**config.mk**
```make
export PLATFORM = sky130hd
export DESIGN_NAME = serial_rx_path
export DESIGN_NICKNAME = d
export VERILOG_FILES = /design/src/rtl/serrx_pkg.sv /design/src/rtl/ser_tick_gen.sv /design/src/rtl/ser_frame_fsm.sv /design/src/rtl/ser_tag_fifo.sv /design/src/rtl/serial_rx_path.sv
export SDC_FILE = /design/constraint.sdc
export NUM_CORES = 1
export LEC_CHECK = 0
export ABC_AREA = 1
export BUFFER_PORTS_ARGS = -buffer_cell sky130_fd_sc_hd__buf_2
export CAP_MARGIN = 30
export CORE_MARGIN = 2
export CORE_UTILIZATION = 45
export DETAILED_ROUTE_END_ITERATION = 8
export PLACE_DENSITY = 0.67
export SYNTH_ARGS = -nofsm -noshare
export SYNTH_HDL_FRONTEND = slang
export SYNTH_SLANG_ARGS = --single-unit
export TNS_END_PERCENT = 100
```
**constraint.sdc**
```tcl
create_clock -name clk -period 2.3 [get_ports clk]
set_clock_uncertainty 0.1 [all_clocks]
set_input_delay 0.23 -clock clk [delete_from_list [all_inputs] [get_ports clk]]
set_output_delay 0.23 -clock clk [all_outputs]
set_load 0.01 [all_outputs]
```
**src/rtl/serrx_pkg.sv**
```systemverilog
package serrx_pkg;
  localparam int DATA_W = 8;

  typedef enum logic [2:0] {
    ST_IDLE  = 3'd0,
    ST_START = 3'd1,
    ST_DATA  = 3'd2,
    ST_PAR   = 3'd3,
    ST_STOP1 = 3'd4,
    ST_STOP2 = 3'd5
  } rx_state_e;

  typedef struct packed {
    logic              perr;
    logic              ferr;
    logic [DATA_W-1:0] data;
  } rx_entry_t;

  localparam logic [1:0] PM_EVEN = 2'b01;
  localparam logic [1:0] PM_ODD  = 2'b10;
endpackage

```
**src/rtl/ser_tick_gen.sv**
```systemverilog
module ser_tick_gen #(
  parameter int DIV_W = 16
) (
  input  logic             clk,
  input  logic             rst_n,
  input  logic             clear,
  input  logic [DIV_W-1:0] divisor,
  output logic             tick
);
  logic [DIV_W-1:0] cnt_q, cnt_d;

  always_comb begin
    if (clear || cnt_q == divisor) cnt_d = '0;
    else                           cnt_d = cnt_q + 1'b1;
  end

  assign tick = !clear && (cnt_q == divisor);

  always_ff @(posedge clk or negedge rst_n) begin
    if (!rst_n) cnt_q <= '0;
    else        cnt_q <= cnt_d;
  end
endmodule

```
**src/rtl/ser_frame_fsm.sv**
```systemverilog
module ser_frame_fsm
  import serrx_pkg::*;
#(
  parameter int OSR = 16
) (
  input  logic       clk,
  input  logic       rst_n,
  input  logic       enable,
  input  logic       line,
  input  logic       tick,
  input  logic [1:0] parity_mode,
  input  logic       two_stop,
  output logic       push,
  output rx_entry_t  push_entry,
  output rx_state_e  state
);
  localparam int SW = $clog2(OSR);
  localparam int BW = $clog2(DATA_W);
  localparam logic [SW-1:0] MID  = SW'(OSR / 2 - 1);
  localparam logic [SW-1:0] LAST = SW'(OSR - 1);

  rx_state_e         state_q, state_d;
  logic [SW-1:0]     scnt_q, scnt_d;
  logic [BW-1:0]     bitn_q, bitn_d;
  logic [DATA_W-1:0] shreg_q, shreg_d;
  logic [2:0]        votes_q, votes_d;
  logic              perr_q, perr_d, ferr_q, ferr_d;
  logic              maj, par_on, par_exp, in_window;

  assign maj       = (votes_q[0] & votes_q[1]) | (votes_q[0] & votes_q[2]) |
                     (votes_q[1] & votes_q[2]);
  assign par_on    = (parity_mode == PM_EVEN) || (parity_mode == PM_ODD);
  assign par_exp   = (parity_mode == PM_ODD) ? ~^shreg_q : ^shreg_q;
  assign in_window = (scnt_q >= MID) && (scnt_q <= MID + SW'(2));

  always_comb begin
    state_d    = state_q;
    scnt_d     = scnt_q;
    bitn_d     = bitn_q;
    shreg_d    = shreg_q;
    votes_d    = votes_q;
    perr_d     = perr_q;
    ferr_d     = ferr_q;
    push       = 1'b0;
    push_entry = '{perr: perr_q, ferr: ferr_q | ~maj, data: shreg_q};
    if (!enable) begin
      state_d = ST_IDLE;
      scnt_d  = '0;
    end else if (state_q == ST_IDLE) begin
      if (!line) begin
        state_d = ST_START;
        scnt_d  = '0;
        bitn_d  = '0;
        perr_d  = 1'b0;
        ferr_d  = 1'b0;
      end
    end else if (tick) begin
      scnt_d = scnt_q + 1'b1;
      if (in_window) votes_d = {votes_q[1:0], line};
      unique case (state_q)
        ST_START: begin
          if (scnt_q == MID && line) state_d = ST_IDLE;
          else if (scnt_q == LAST)   state_d = ST_DATA;
        end
        ST_DATA: if (scnt_q == LAST) begin
          shreg_d = {maj, shreg_q[DATA_W-1:1]};
          bitn_d  = bitn_q + 1'b1;
          if (bitn_q == BW'(DATA_W - 1)) state_d = par_on ? ST_PAR : ST_STOP1;
        end
        ST_PAR: if (scnt_q == LAST) begin
          perr_d  = (maj != par_exp);
          state_d = ST_STOP1;
        end
        ST_STOP1: if (scnt_q == LAST) begin
          if (two_stop) begin
            ferr_d  = ~maj;
            state_d = ST_STOP2;
          end else begin
            push    = 1'b1;
            state_d = ST_IDLE;
          end
        end
        ST_STOP2: if (scnt_q == LAST) begin
          push    = 1'b1;
          state_d = ST_IDLE;
        end
        default: state_d = ST_IDLE;
      endcase
    end
  end

  assign state = state_q;

  always_ff @(posedge clk or negedge rst_n) begin
    if (!rst_n) begin
      state_q <= ST_IDLE;
      scnt_q  <= '0;
      bitn_q  <= '0;
      shreg_q <= '0;
      votes_q <= '1;
      perr_q  <= 1'b0;
      ferr_q  <= 1'b0;
    end else begin
      state_q <= state_d;
      scnt_q  <= scnt_d;
      bitn_q  <= bitn_d;
      shreg_q <= shreg_d;
      votes_q <= votes_d;
      perr_q  <= perr_d;
      ferr_q  <= ferr_d;
    end
  end
endmodule

```
**src/rtl/ser_tag_fifo.sv**
```systemverilog
module ser_tag_fifo
  import serrx_pkg::*;
#(
  parameter int DEPTH = 8,
  localparam int AW = (DEPTH > 1) ? $clog2(DEPTH) : 1,
  localparam int LW = $clog2(DEPTH + 1)
) (
  input  logic          clk,
  input  logic          rst_n,
  input  logic          push,
  input  rx_entry_t     push_entry,
  input  logic          pop,
  input  logic          flush,
  output rx_entry_t     head_entry,
  output logic [LW-1:0] level,
  output logic          overrun
);
  logic [AW-1:0] wr_q, wr_d, rd_q, rd_d;
  logic [LW-1:0] lvl_q, lvl_d;
  logic          ovf_q, ovf_d;
  logic          full, empty, do_push, do_pop;
  rx_entry_t     slots [DEPTH];

  assign full    = (lvl_q == LW'(DEPTH));
  assign empty   = (lvl_q == '0);
  assign do_push = push && !full && !flush;
  assign do_pop  = pop && !empty && !flush;

  for (genvar i = 0; i < DEPTH; i++) begin : g_slot
    rx_entry_t slot_q;
    always_ff @(posedge clk) begin
      if (do_push && wr_q == AW'(i)) slot_q <= push_entry;
    end
    assign slots[i] = slot_q;
  end

  always_comb begin
    wr_d  = wr_q;
    rd_d  = rd_q;
    lvl_d = lvl_q;
    ovf_d = ovf_q;
    if (flush) begin
      wr_d  = '0;
      rd_d  = '0;
      lvl_d = '0;
      ovf_d = 1'b0;
    end else begin
      if (push && full) ovf_d = 1'b1;
      if (do_push) wr_d = (wr_q == AW'(DEPTH - 1)) ? '0 : wr_q + 1'b1;
      if (do_pop)  rd_d = (rd_q == AW'(DEPTH - 1)) ? '0 : rd_q + 1'b1;
      if (do_push && !do_pop)      lvl_d = lvl_q + 1'b1;
      else if (do_pop && !do_push) lvl_d = lvl_q - 1'b1;
    end
  end

  always_ff @(posedge clk or negedge rst_n) begin
    if (!rst_n) begin
      wr_q  <= '0;
      rd_q  <= '0;
      lvl_q <= '0;
      ovf_q <= 1'b0;
    end else begin
      wr_q  <= wr_d;
      rd_q  <= rd_d;
      lvl_q <= lvl_d;
      ovf_q <= ovf_d;
    end
  end

  assign head_entry = slots[rd_q];
  assign level      = lvl_q;
  assign overrun    = ovf_q;
endmodule

```
**src/rtl/serial_rx_path.sv**
```systemverilog
module serial_rx_path
  import serrx_pkg::*;
#(
  parameter int DIV_W      = 16,
  parameter int OSR        = 16,
  parameter int FIFO_DEPTH = 8,
  localparam int LW = $clog2(FIFO_DEPTH + 1)
) (
  input  logic              clk,
  input  logic              rst_n,
  input  logic              rx_en,
  input  logic              serial_in,
  input  logic              loop_en,
  input  logic              loop_tx,
  input  logic [DIV_W-1:0]  divisor,
  input  logic [1:0]        parity_mode,
  input  logic              two_stop,
  input  logic              rd_en,
  input  logic              clr_ovf,
  output logic [DATA_W-1:0] rx_data,
  output logic              rx_avail,
  output logic              par_err,
  output logic              frm_err,
  output logic              overrun,
  output logic              rx_irq
);
  logic      line_raw, sync1_q, sync2_q, tick, push_valid;
  rx_entry_t push_entry, head_entry;
  rx_state_e fsm_state;
  logic [LW-1:0] fifo_level;

  assign line_raw = loop_en ? loop_tx : serial_in;

  always_ff @(posedge clk or negedge rst_n) begin
    if (!rst_n) begin
      sync1_q <= 1'b1;
      sync2_q <= 1'b1;
    end else begin
      sync1_q <= line_raw;
      sync2_q <= sync1_q;
    end
  end

  ser_tick_gen #(.DIV_W(DIV_W)) u_tick (
    .clk     (clk),
    .rst_n   (rst_n),
    .clear   (fsm_state == ST_IDLE),
    .divisor (divisor),
    .tick    (tick)
  );

  ser_frame_fsm #(.OSR(OSR)) u_fsm (
    .clk         (clk),
    .rst_n       (rst_n),
    .enable      (rx_en),
    .line        (sync2_q),
    .tick        (tick),
    .parity_mode (parity_mode),
    .two_stop    (two_stop),
    .push        (push_valid),
    .push_entry  (push_entry),
    .state       (fsm_state)
  );

  ser_tag_fifo #(.DEPTH(FIFO_DEPTH)) u_fifo (
    .clk        (clk),
    .rst_n      (rst_n),
    .push       (push_valid),
    .push_entry (push_entry),
    .pop        (rd_en),
    .flush      (clr_ovf),
    .head_entry (head_entry),
    .level      (fifo_level),
    .overrun    (overrun)
  );

  assign rx_avail = (fifo_level != '0);
  assign rx_irq   = rx_avail;
  assign rx_data  = head_entry.data;
  assign par_err  = head_entry.perr;
  assign frm_err  = head_entry.ferr;
endmodule

```
Word level (Yosys, flattened, before mapping)
Cells that the tools add are included.
- input port bits: 27
- output and inout port bits: 13
- bits in registers: 132
- word-level logic and storage cells: 193
- reduce and logical (&&, ||, !) cells: 49
- add/subtract/negate cells: 7
- bitwise operators: 9
- equal/unequal tests: 30
- mux-type cells: 57
- magnitude comparators: 3
- operator list (kind ; number):
    $mux 3 ; 24
    $bmux 10 s3 ; 1
    $mux 4 ; 7
    $eq 3x3->1 const B ; 8
    $mux 1 ; 20
    $mux 10 ; 2
    $ne 4x3->1 const B ; 5
    $logic_and 1x1->1 ; 18
    $reduce_bool 2->1 ; 9
    $add 16x1->16 const B ; 1
    $eq 16x16->1 ; 1
    $mux 16 ; 1
    $pmux 3 s5 ; 1
    $reduce_and 5->1 ; 3
    $eq 3x2->1 const B ; 4
    $add 3x1->3 const B ; 3
    $add 4x1->4 const B ; 2
    $eq 4x4->1 const B ; 2
    $reduce_and 8->1 ; 1
    $reduce_xnor 8->1 ; 1
    $reduce_xor 8->1 ; 1
    $eq 3x1->1 const B ; 2
    $logic_not 1->1 ; 6
    $logic_not 3->1 ; 2
    24 further kinds ; 30

Depth between registers and ports, before layout
Gate-level depths: netlist of the first run.
- depth in word-level cells: 13
- mapped depth: 18
- mapped depth without buffers: 18

Modules after synthesis
From an unflattened synthesis of the first run, not the netlist that was laid out.
- cells, all modules: 748
- area, all modules: 6770.2 µm²
- by module, submodules not included (module ; cells an instance ; seq. area each (µm²) ; area each (µm²) ; instances):
    ser_tag_fifo ; 348 ; 2677.6 ; 3960.0 ; 1
    ser_frame_fsm ; 207 ; 579.3 ; 1535.2 ; 1
    ser_tick_gen ; 179 ; 400.4 ; 1171.1 ; 1
    serial_rx_path ; 14 ; 52.6 ; 103.8 ; 1

Worst setup path after synthesis of the first run
No wires, ideal clock.
- kind: register to register
- from: register u_fsm.scnt_q[0]
- to: register u_fifo.lvl_q[3], in the netlist u_fifo.level[3]
- stages on the path, launching flop included: 18
- setup time: 0.118 ns
- slack: -0.263 ns
- required time: 2.082 ns
- period minus slack after synthesis: 2.563 ns
- buffers on the path: 0
- data arrival time: 2.346 ns
- path through: dfrtp_1 ha_1 nand2_1 nor2_2 inv_1 nor2_1 inv_2 nor2_8 nand4_4 ha_1 a21oi_1 nand2_1 xor2_1 inv_1 nand2_1 nand2_1 nand3_1 nand2_1
- word-level cells in the longest chain between the ends: 11
- elaborated cells on any way between the ends: 15
- those cells by class: 1 x eq/ne; 8 x mux; 6 x reduce/logical
- RTL lines (what ; line ; text):
    start, declared ; ser_frame_fsm.sv:23 ; logic [SW-1:0] scnt_q, scnt_d;
    start signal, assigned ; ser_frame_fsm.sv:105 ; scnt_q <= scnt_d;
    $eq 4x4->1 (*) ; ser_frame_fsm.sv:74, ser_frame_fsm.sv:83 ;
    $mux 1, on equally long branches ; ser_frame_fsm.sv:83, ser_frame_fsm.sv:74 ;
    $pmux 1 s2 (*) ; ser_frame_fsm.sv:60 ; unique case (state_q)
    $mux 1 (*) ; ser_frame_fsm.sv:57 ; end else if (tick) begin
    $mux 1 (*) ; ser_frame_fsm.sv:49 ; end else if (state_q == ST_IDLE) begin
    $mux 1 (*) ; ser_frame_fsm.sv:46 ; if (!enable) begin
    $logic_and 1x1->1 (*) (2 in a row) ; ser_tag_fifo.sv:26 ; assign do_push = push && !full && !flush;
    $logic_and 1x1->1 / $logic_not 1->1 (equally long branches) ; ser_tag_fifo.sv:51, ser_tag_fifo.sv:52 ;
    $mux 4 / $logic_and 1x1->1 (equally long branches) ; ser_tag_fifo.sv:51, ser_tag_fifo.sv:52 ;
    $mux 4 / $reduce_bool 3->1 (equally long branches) ; -- ;
    end signal, assigned ; ser_tag_fifo.sv:65 ; lvl_q <= lvl_d;
    end, declared ; ser_tag_fifo.sv:19 ; logic [LW-1:0] lvl_q, lvl_d;
Mark *: on every way between the ends. The rest lies on a longest branch, timed or not.
A chain may end at the register's enable or synchronous reset.

Worst setup path after layout of the first run
- from: register u_tick.cnt_q[14]
- to: register u_fifo.lvl_q[3], in the netlist u_fifo.level[3]
- word-level cells in the longest chain between the ends: 10
- elaborated cells on any way between the ends: 13
- those cells by class: 1 x eq/ne; 5 x mux; 7 x reduce/logical
- RTL lines (what ; line ; text):
    start, declared ; ser_tick_gen.sv:10 ; logic [DIV_W-1:0] cnt_q, cnt_d;
    start signal, assigned ; ser_tick_gen.sv:21 ; else cnt_q <= cnt_d;
    $eq 16x16->1 (*) ; ser_tick_gen.sv:17 ; assign tick = !clear && (cnt_q == divisor);
    $logic_and 1x1->1 (*) ; ser_tick_gen.sv:17 ;
    $mux 1 (*) ; ser_frame_fsm.sv:57 ;
    $mux 1 (*) ; ser_frame_fsm.sv:49 ;
    $mux 1 (*) ; ser_frame_fsm.sv:46 ;
    $logic_and 1x1->1 (*) (2 in a row) ; ser_tag_fifo.sv:26 ;
    $logic_and 1x1->1 / $logic_not 1->1 (equally long branches) ; ser_tag_fifo.sv:51, ser_tag_fifo.sv:52 ;
    $mux 4 / $logic_and 1x1->1 (equally long branches) ; ser_tag_fifo.sv:51, ser_tag_fifo.sv:52 ;
    $mux 4 / $reduce_bool 3->1 (equally long branches) ; -- ;
Marked as above.

==> flow_summary_export.csv, run 1 <==
group,metric,value,unit
status,status,"complete, but fails checks",
status,failed_checks,"negative setup slack",
power_and_ir_drop,power.leakage,3.463,nW
final_layout,area_growth,25.24,%
placed_design,port_buffers,39,
yosys,synth_area_leaders,"edfxtp_1 38%, dfrtp_1 18%, nor2_1 6.7%",
routing,post_drt_wl_per_cell,14.46,um
worst_hold_path,hp-class,"in2reg",
die,core_area,13830,um^2
timing,relSlewSlack,47.31,%
clocking,cts_made_buffers,17,
yosys,yosysWarnings,0,
power_and_ir_drop,p_per_area,933.1,nW/um^2
final_layout,final_net_count,802,
routing,drt-pass1-iter-count,5,
clocking,clk-insertion-delay-late,0.41,ns
grt,grtUsageTotal,19.25,%
critical_path,crit_path_end_kind,"flip-flop",
clocking,cts.path.max_buffers,2,
critical_path,start_kind,"flip-flop",
final_layout,multiInputGateArea,2402,um^2
grt,first_global_vias,4680,
yosys,ys_ff_latch,132,
critical_path,crit_path_frequent_cell,"nand2_1",
final_layout,final-seq-area,3710,um^2
die,start_util,46.07,%
timing,fmax,433.1,MHz
grt,grt_first_pass_wirelength,22200,um
grt,antenna_found_initial,0,
routing,vias,4870,
yosys,async_reset_ff_share,39.39,%
routing,via_per_inst,5.126,
routing,drt_iter0_drc,315,
final_layout,diodes,0,
routing,wl_met2,6774,um
critical_path,cp.arrival,2.56,ns
grt,grt_max_degree,44,
critical_path,path_cells,"inv_2 -> nand2_1 -> nand2_1 -> nor2_1 -> nand2_1 -> nor2_4 -> nand2_4 -> nor2_8 -> nand4_4 -> ha_4 -> nand3_1 -> nand2_2 -> xor2_2 -> nand4_1 -> nand2_1 -> nand3_1 -> nand2_1",
final_layout,nFillCells,1180,
timing,worst_pin_slew,0.7904,ns
timing,tns,-0.009062,ns
timing,rsz0062_at_grt,"yes",
critical_path,r2r.worst_path.cells,17,
critical_path,critPathMaxStageDelay,0.40,ns
critical_path,crit_fanout,3,
final_layout,fin_area,7978,um^2
final_layout,drive_gt1_share,24.42,%
critical_path,required,2.55,ns
yosys,syn_inst,656,
placed_design,gp_congestion,0.8375,
timing,finalSetupViolCount,1,
timing,final_max_slew_viol_count,0,
power_and_ir_drop,vdd_ir_drop_max,581.7,uV
grt,grt.overflow.total,0,
die,die_x,123.0,um
routing,wirelength_met1,6016,um
final_layout,post-route-util,57.70,%
run,drv_cap,0,
critical_path,reg2reg_slack,-0.009,ns
worst_hold_path,min-delay-start,"rx_en",
routing,routed.top_layer,"met4",
placed_design,hpwl,9151,um
clocking,clkTransAtPathRegs,0.06,ns
power_and_ir_drop,p_total,0.007444,W
yosys,yosys.area.top_type,"edfxtp_1",
routing,wl_met3,680,um
yosys,ys.flop_type,"edfxtp_1",
yosys,synthTopCellsByCount,"114 x nor2_1, 96 x nand2_1, 80 x edfxtp_1",
routing,antenna_left,0,
die,chipHeight,123.0,um
yosys,avgSynthCellArea,9.710,um^2
clocking,htree_levels,4,
routing,wl,13740,um
yosys,synth_area,6370,um^2
die,ios,40,
die,dieArea,15120,um^2
yosys,yosysMostFrequentCell,"nor2_1",
worst_hold_path,min_path_cells,3,
critical_path,worstSetupPathType,"reg2reg",
yosys,synth_edf_count,80,
critical_path,crit_path_top_delay_cell,"dfrtp_1",
timing,finalHoldViolations,0,
clocking,clock-sinks,132,
timing,setup_slack,-0.009062,ns
die,row_count,43,
yosys,synth_top_area_share,37.71,%
yosys,synth_fp_nets,701,
timing,period_minus_slack,2.309,ns
timing,fin_crit_sh,100.4,%
worst_hold_path,hold_end,"u_fsm.state[1]",
clocking,cts_tree,"built",
yosys,synthDistinctLibCells,42,
clocking,ctsRootBufferMaster,"clkbuf_16",
critical_path,reg2reg_from,"u_tick.cnt_q[14]",
placed_design,placed_cell_area,7161,um^2
routing,drc,0,
critical_path,r2r_end,"u_fifo.level[3]",
yosys,yosysSeqAreaShare,58.24,%
[registers in the layout, summed over array words and instances (netlist names), 4 cells and up]
signal / flops
u_fsm.shreg_q: 8
u_tick.cnt_q: 16
u_fifo.level: 4
u_fifo.g_slot.slot_q: 80
u_fsm.scnt_q: 4
[cell usage in the layout (no fill, tap or decap), types with 3 or more instances in the layout]
cell and count:
edfxtp_1 80, xnor2_1 8, dfrtp_1 47, o21ai_1 3, xor2_1 3, o21ai_0 65
nand2_4 4, a31oi_1 11, nor2_2 6, ha_1 15, mux2i_1 8, buf_4 44
nor2_4 6, buf_2 39, clkinvlp_4 7, inv_2 12, dlygate4sd3_1 4, nor3_1 9
nand2_1 87, buf_6 4, o22ai_1 11, dfstp_2 5, nand3_1 32, buf_12 7
clkinv_2 3, clkbuf_16 18, nor2_1 105, a21oi_1 15, inv_1 67, nand2_2 11
[through the flow]
step,setup WS (ns),hold slack [ns],std cells
6_report,-0.009062,0.06556,950
5_1_grt,-0.2081,0.09208,950
4_1_cts,-0.001991,0.05484,940
3_5_place_dp,-0.01029,0.2473,902
3_3_place_gp,0.007709,0.2462,902
2_1_floorplan,-0.04971,-0.1656,656
[worst max path at each step]
stage,end,start,depth (start not counted),slack [ns]
2_1_floorplan,u_fifo.level[3],u_fsm.scnt_q[0],17,-0.05
3_3_place_gp,u_fifo.level[3],u_tick.cnt_q[5],18,0.008
3_5_place_dp,u_fifo.level[3],u_tick.cnt_q[12],18,-0.01
4_1_cts,u_fifo.level[3],u_tick.cnt_q[3],18,-0.002
5_1_grt,u_fifo.level[3],u_tick.cnt_q[14],18,-0.21
6_report,u_fifo.level[3],u_tick.cnt_q[14],17,-0.009
[cell type report]
| cell class | count | area share (%) |
|---|---|---|
| clock buffers | 19 | 5.427 |
| well taps | 180 | 2.823 |
| inverters | 83 | 4.031 |
| clock inverters | 13 | 1.380 |
| repair buffers | 99 | 9.724 |
| flip-flops and latches | 132 | 46.50 |
| multi-input cells | 424 | 30.11 |
[report_power, final]
part / internal (W) / leakage [nW] / switching (W) / total (W)
Combinational: 0.000890 / 1.79 / 0.00136 / 0.00225
Sequential: 0.00262 / 1.42 / 0.000110 / 0.00273
Clock: 0.00148 / 0.247 / 0.000988 / 0.00246
[routing by layer]
layer / vias up / global-route usage (%)
met5: - / 0
met4: 0 / 6.818
met3: 27 / 5.120
met2: 133 / 31.94
met1: 2308 / 24.42
li1: 2402 / -
[cells by family (layout without fill, tap and decap cells)]
logic type	count (synthesis)	after routing	synth area share, %
AO/OA/AOI/OAI	112	112	9.586
flip-flops	132	132	58.24
XOR/XNOR	12	12	1.650
AND/OR/NAND/NOR	272	272	19.25
buffers and inverters	100	214	6.030
adder cells (fa/ha/maj)	19	19	3.811
multiplexers	9	9	1.434
[worst max-delay path, delay by kind of cell (launching register included)]
family | cells | cell delay [ns]
DFF | 1 | 0.40
xor gates and xnor gates | 1 | 0.15
buffers and inverters | 1 | 0.06
adders and majority gates | 1 | 0.31
and+or+nand+nor | 14 | 1.22
[timing repair]
action	CTS	global route
endpoints found under the hold margin	28	0
setup buffers	2	10
setup endpoints to repair	4	96
resized for setup	1	39
gates cloned	0	1
hold buffers	4	0
pin swaps	8	12
Note: power is estimated with default switching activity, not from simulation.
==> inputs of run 2 (changes only) <==
--- a/config.mk
+++ b/config.mk
@@ -11,7 +11,8 @@
 export CORE_MARGIN = 2
 export CORE_UTILIZATION = 45
 export DETAILED_ROUTE_END_ITERATION = 8
-export PLACE_DENSITY = 0.67
+export PLACE_DENSITY = 0.65
+export REMOVE_ABC_BUFFERS = 1
 export SYNTH_ARGS = -nofsm -noshare
 export SYNTH_HDL_FRONTEND = slang
 export SYNTH_SLANG_ARGS = --single-unit
==> constraint.sdc (replaced) <==
create_clock -name clk -period 2.2 [get_ports clk]
set_clock_uncertainty 0.1 [all_clocks]
set_input_delay 0.22 -clock clk [delete_from_list [all_inputs] [get_ports clk]]
set_output_delay 0.22 -clock clk [all_outputs]
set_load 0.01 [all_outputs]
==> run 2 against run 1 <==
Against the previous run:
- the run still ends with negative setup slack left
- global-route usage increased by 2.0 points
- design area up 4.2%
- first-iteration DRC count increased by 27%
- cell count is 3.3% higher
- non-clock buffer count grew 33
- critical path type unchanged
- sequential cell count stayed put
- utilization grew 2.4 points
- combinational power is 7% higher
- wire length increased by 10%
==> flow_summary_export.csv, run 2 (synthesis results as in run 1) <==
group,metric,value,unit
routing,wl,15160,um
routing,post_drt_wl_per_cell,15.45,um
grt,first_global_vias,5111,
critical_path,critPathMaxStageDelay,0.38,ns
timing,finalHoldViolations,0,
placed_design,gp_congestion,0.8712,
routing,wl_met2,7805,um
routing,drt_iter0_drc,400,
power_and_ir_drop,p_int,0.005474,W
timing,rsz0062_at_grt,"yes",
grt,grt.overflow.total,0,
clocking,clock-sinks,132,
die,row_count,43,
final_layout,largest_reg_flops,80,
critical_path,path_cells,"inv_2 -> nand2_1 -> nand2_1 -> nor2_1 -> nand2_1 -> nor2_4 -> nand2_4 -> nor2_8 -> buf_4 -> buf_4 -> nand4_4 -> inv_4 -> buf_6 -> nand2_4 -> nor2_4 -> buf_6",
timing,hold_slack,0.1150,ns
final_layout,regMostFlops,"u_fifo.g_slot.slot_q",
final_layout,reg_top3,"u_fifo.g_slot.slot_q x80, u_tick.cnt_q x16, u_fsm.shreg_q x8",
placed_design,hpwl,9301,um
critical_path,critPathBufInv,6,
clocking,cts_made_buffers,17,
power_and_ir_drop,power.net_switching,0.002539,W
routing,vias,5025,
timing,finalSetupViolCount,83,
grt,grt_max_degree,41,
power_and_ir_drop,clkPwrFrac,34.4,%
die,core_area,13830,um^2
timing,period_minus_slack,2.382,ns
power_and_ir_drop,power.leakage,3.698,nW
power_and_ir_drop,power.share.sequential,35.5,%
final_layout,drive_gt1_share,27.22,%
timing,tns,-7.216,ns
grt,grtUsageTotal,21.20,%
die,die_x,123.0,um
power_and_ir_drop,power.share.switching,31.68,%
timing,setup_slack,-0.1816,ns
timing,relSlewSlack,67.53,%
timing,fmax,419.9,MHz
clocking,ctsRootBufferMaster,"clkbuf_16",
status,failed_checks,"negative setup slack",
critical_path,crit_path_top_delay_cell,"dfrtp_1",
die,start_util,46.07,%
timing,final_max_slew_viol_count,0,
clocking,htree_levels,4,
power_and_ir_drop,comb_power_share,30.1,%
power_and_ir_drop,p_per_area,963.9,nW/um^2
final_layout,final_common_cell,"nor2_1",
routing,drt-pass1-iter-count,5,
timing,worst_pin_slew,0.4870,ns
grt,grt_first_pass_wirelength,24230,um
final_layout,layout_common_cells,"103 x nor2_1, 88 x nand2_1, 80 x edfxtp_1, 72 x inv_1, 67 x buf_4",
critical_path,worstSetupPathType,"reg2reg",
worst_hold_path,hp-class,"in2reg",
placed_design,place_ws,-0.2557,ns
clocking,cts_tree,"built",
die,ios,40,
critical_path,start_kind,"flip-flop",
critical_path,cp.arrival,2.41,ns
critical_path,crit_path_frequent_cell,"nand2_1",
final_layout,diodes,0,
grt,antenna_found_initial,1,
routing,via_per_inst,5.122,
final_layout,final_net_count,835,
clocking,clkTransAtPathRegs,0.05,ns
power_and_ir_drop,vdd_ir_drop_max,569.6,uV
routing,drc,0,
critical_path,critPathTopFamily,"simple AND/OR/NAND/NOR gates",
die,chipHeight,123.0,um
routing,wl_met3,836,um
clocking,clk-insertion-delay-late,0.42,ns
critical_path,required,2.23,ns
timing,fin_crit_sh,108.3,%
routing,wirelength_met1,6339,um
final_layout,fin_area,8313,um^2
run,drv_cap,0,
critical_path,crit_path_end_kind,"flip-flop",
status,status,"complete, but fails checks",
final_layout,area_growth,30.50,%
die,dieArea,15120,um^2
critical_path,crit_fanout,6,
routing,antenna_left,0,
placed_design,placed_cell_area,7267,um^2
routing,routed.top_layer,"met4",
clocking,cts.path.max_buffers,2,
placed_design,port_buffers,39,
## run 2: cell count changes in the layout (fill, tap and decap cells not counted), moves of 4 or more
cell	delta
inv_1	+5
nand2_2	-4
nor2_4	+6
nor2_2	-4
buf_6	+12
nand2_4	+4
buf_12	-5
buf_4	+23
## run 2: power by group through the flow
stage | combinational, W | sequential [W] | clock (W)
4_1_cts | 0.00230 | 0.00283 | 0.00279
3_3_place_gp | 0.00220 | 0.00287 | 0
2_1_floorplan | 0.00133 | 0.00294 | 0
3_5_place_dp | 0.00226 | 0.00288 | 0
5_1_grt | 0.00274 | 0.00286 | 0.00290
6_report | 0.00241 | 0.00285 | 0.00275
## run 2: worst paths after layout
kind,slack (ns),startpoint,end,depth (start not counted)
worst max-delay path,-0.18,u_tick.cnt_q[9],u_fifo.g_slot[4].slot_q[4],16
worst min-delay path,0.11,rx_en,u_fsm.state[2],4
worst max register to register,-0.18,u_tick.cnt_q[9],u_fifo.g_slot[4].slot_q[4],16
worst min register to register,0.26,sync1_q,sync2_q,0
max in group asynchronous,1.11,rst_n,u_fsm.votes_q[1],3
min in group asynchronous,0.19,rst_n,u_fsm.bitn_q[2],2
## run 2: layer usage
layer	global-route usage (%)	vias to the layer above
li1	-	2467
met1	25.38	2396
met2	37.91	141
met3	4.520	21
met4	7.102	0
met5	0	-
## run 2: repair_timing
action / CTS / global route
hold buffers: 4 / 0
endpoints found under the setup margin: 77 / 104
endpoints found under the hold margin: 21 / 0
pin swaps: 5 / 15
buffers inserted: 6 / 9
resized for setup: 40 / 35
cloned: 7 / 1
## run 2: through the flow
stage | util [%] | instances | power, W
6_report | 60.12 | 981 | 0.008013
5_1_grt | 60.12 | 981 | 0.008507
4_1_cts | 58.88 | 973 | 0.007924
3_5_place_dp | 52.56 | 926 | 0.005136
3_3_place_gp | 52.56 | 926 | 0.005068
2_1_floorplan | - | 639 | 0.004269
## run 2: worst reg2reg max path, delay by kind of cell (launching register included)
kind	cells	cell delay, ns
and+or+nand+nor	10	0.98
DFF	1	0.38
buffers and inverters	6	0.64
## run 2: cell type report
| class | instances | area, um^2 |
|---|---|---|
| clock buffers | 19 | 432.9 |
| clock inverters | 11 | 137.6 |
| fillers | 1097 | 5514 |
| inverters | 83 | 315.3 |
| multi-input cells | 424 | 2452 |
| flip-flops and latches | 132 | 3711 |
| well taps | 180 | 225.2 |
| repair buffers | 132 | 1039 |
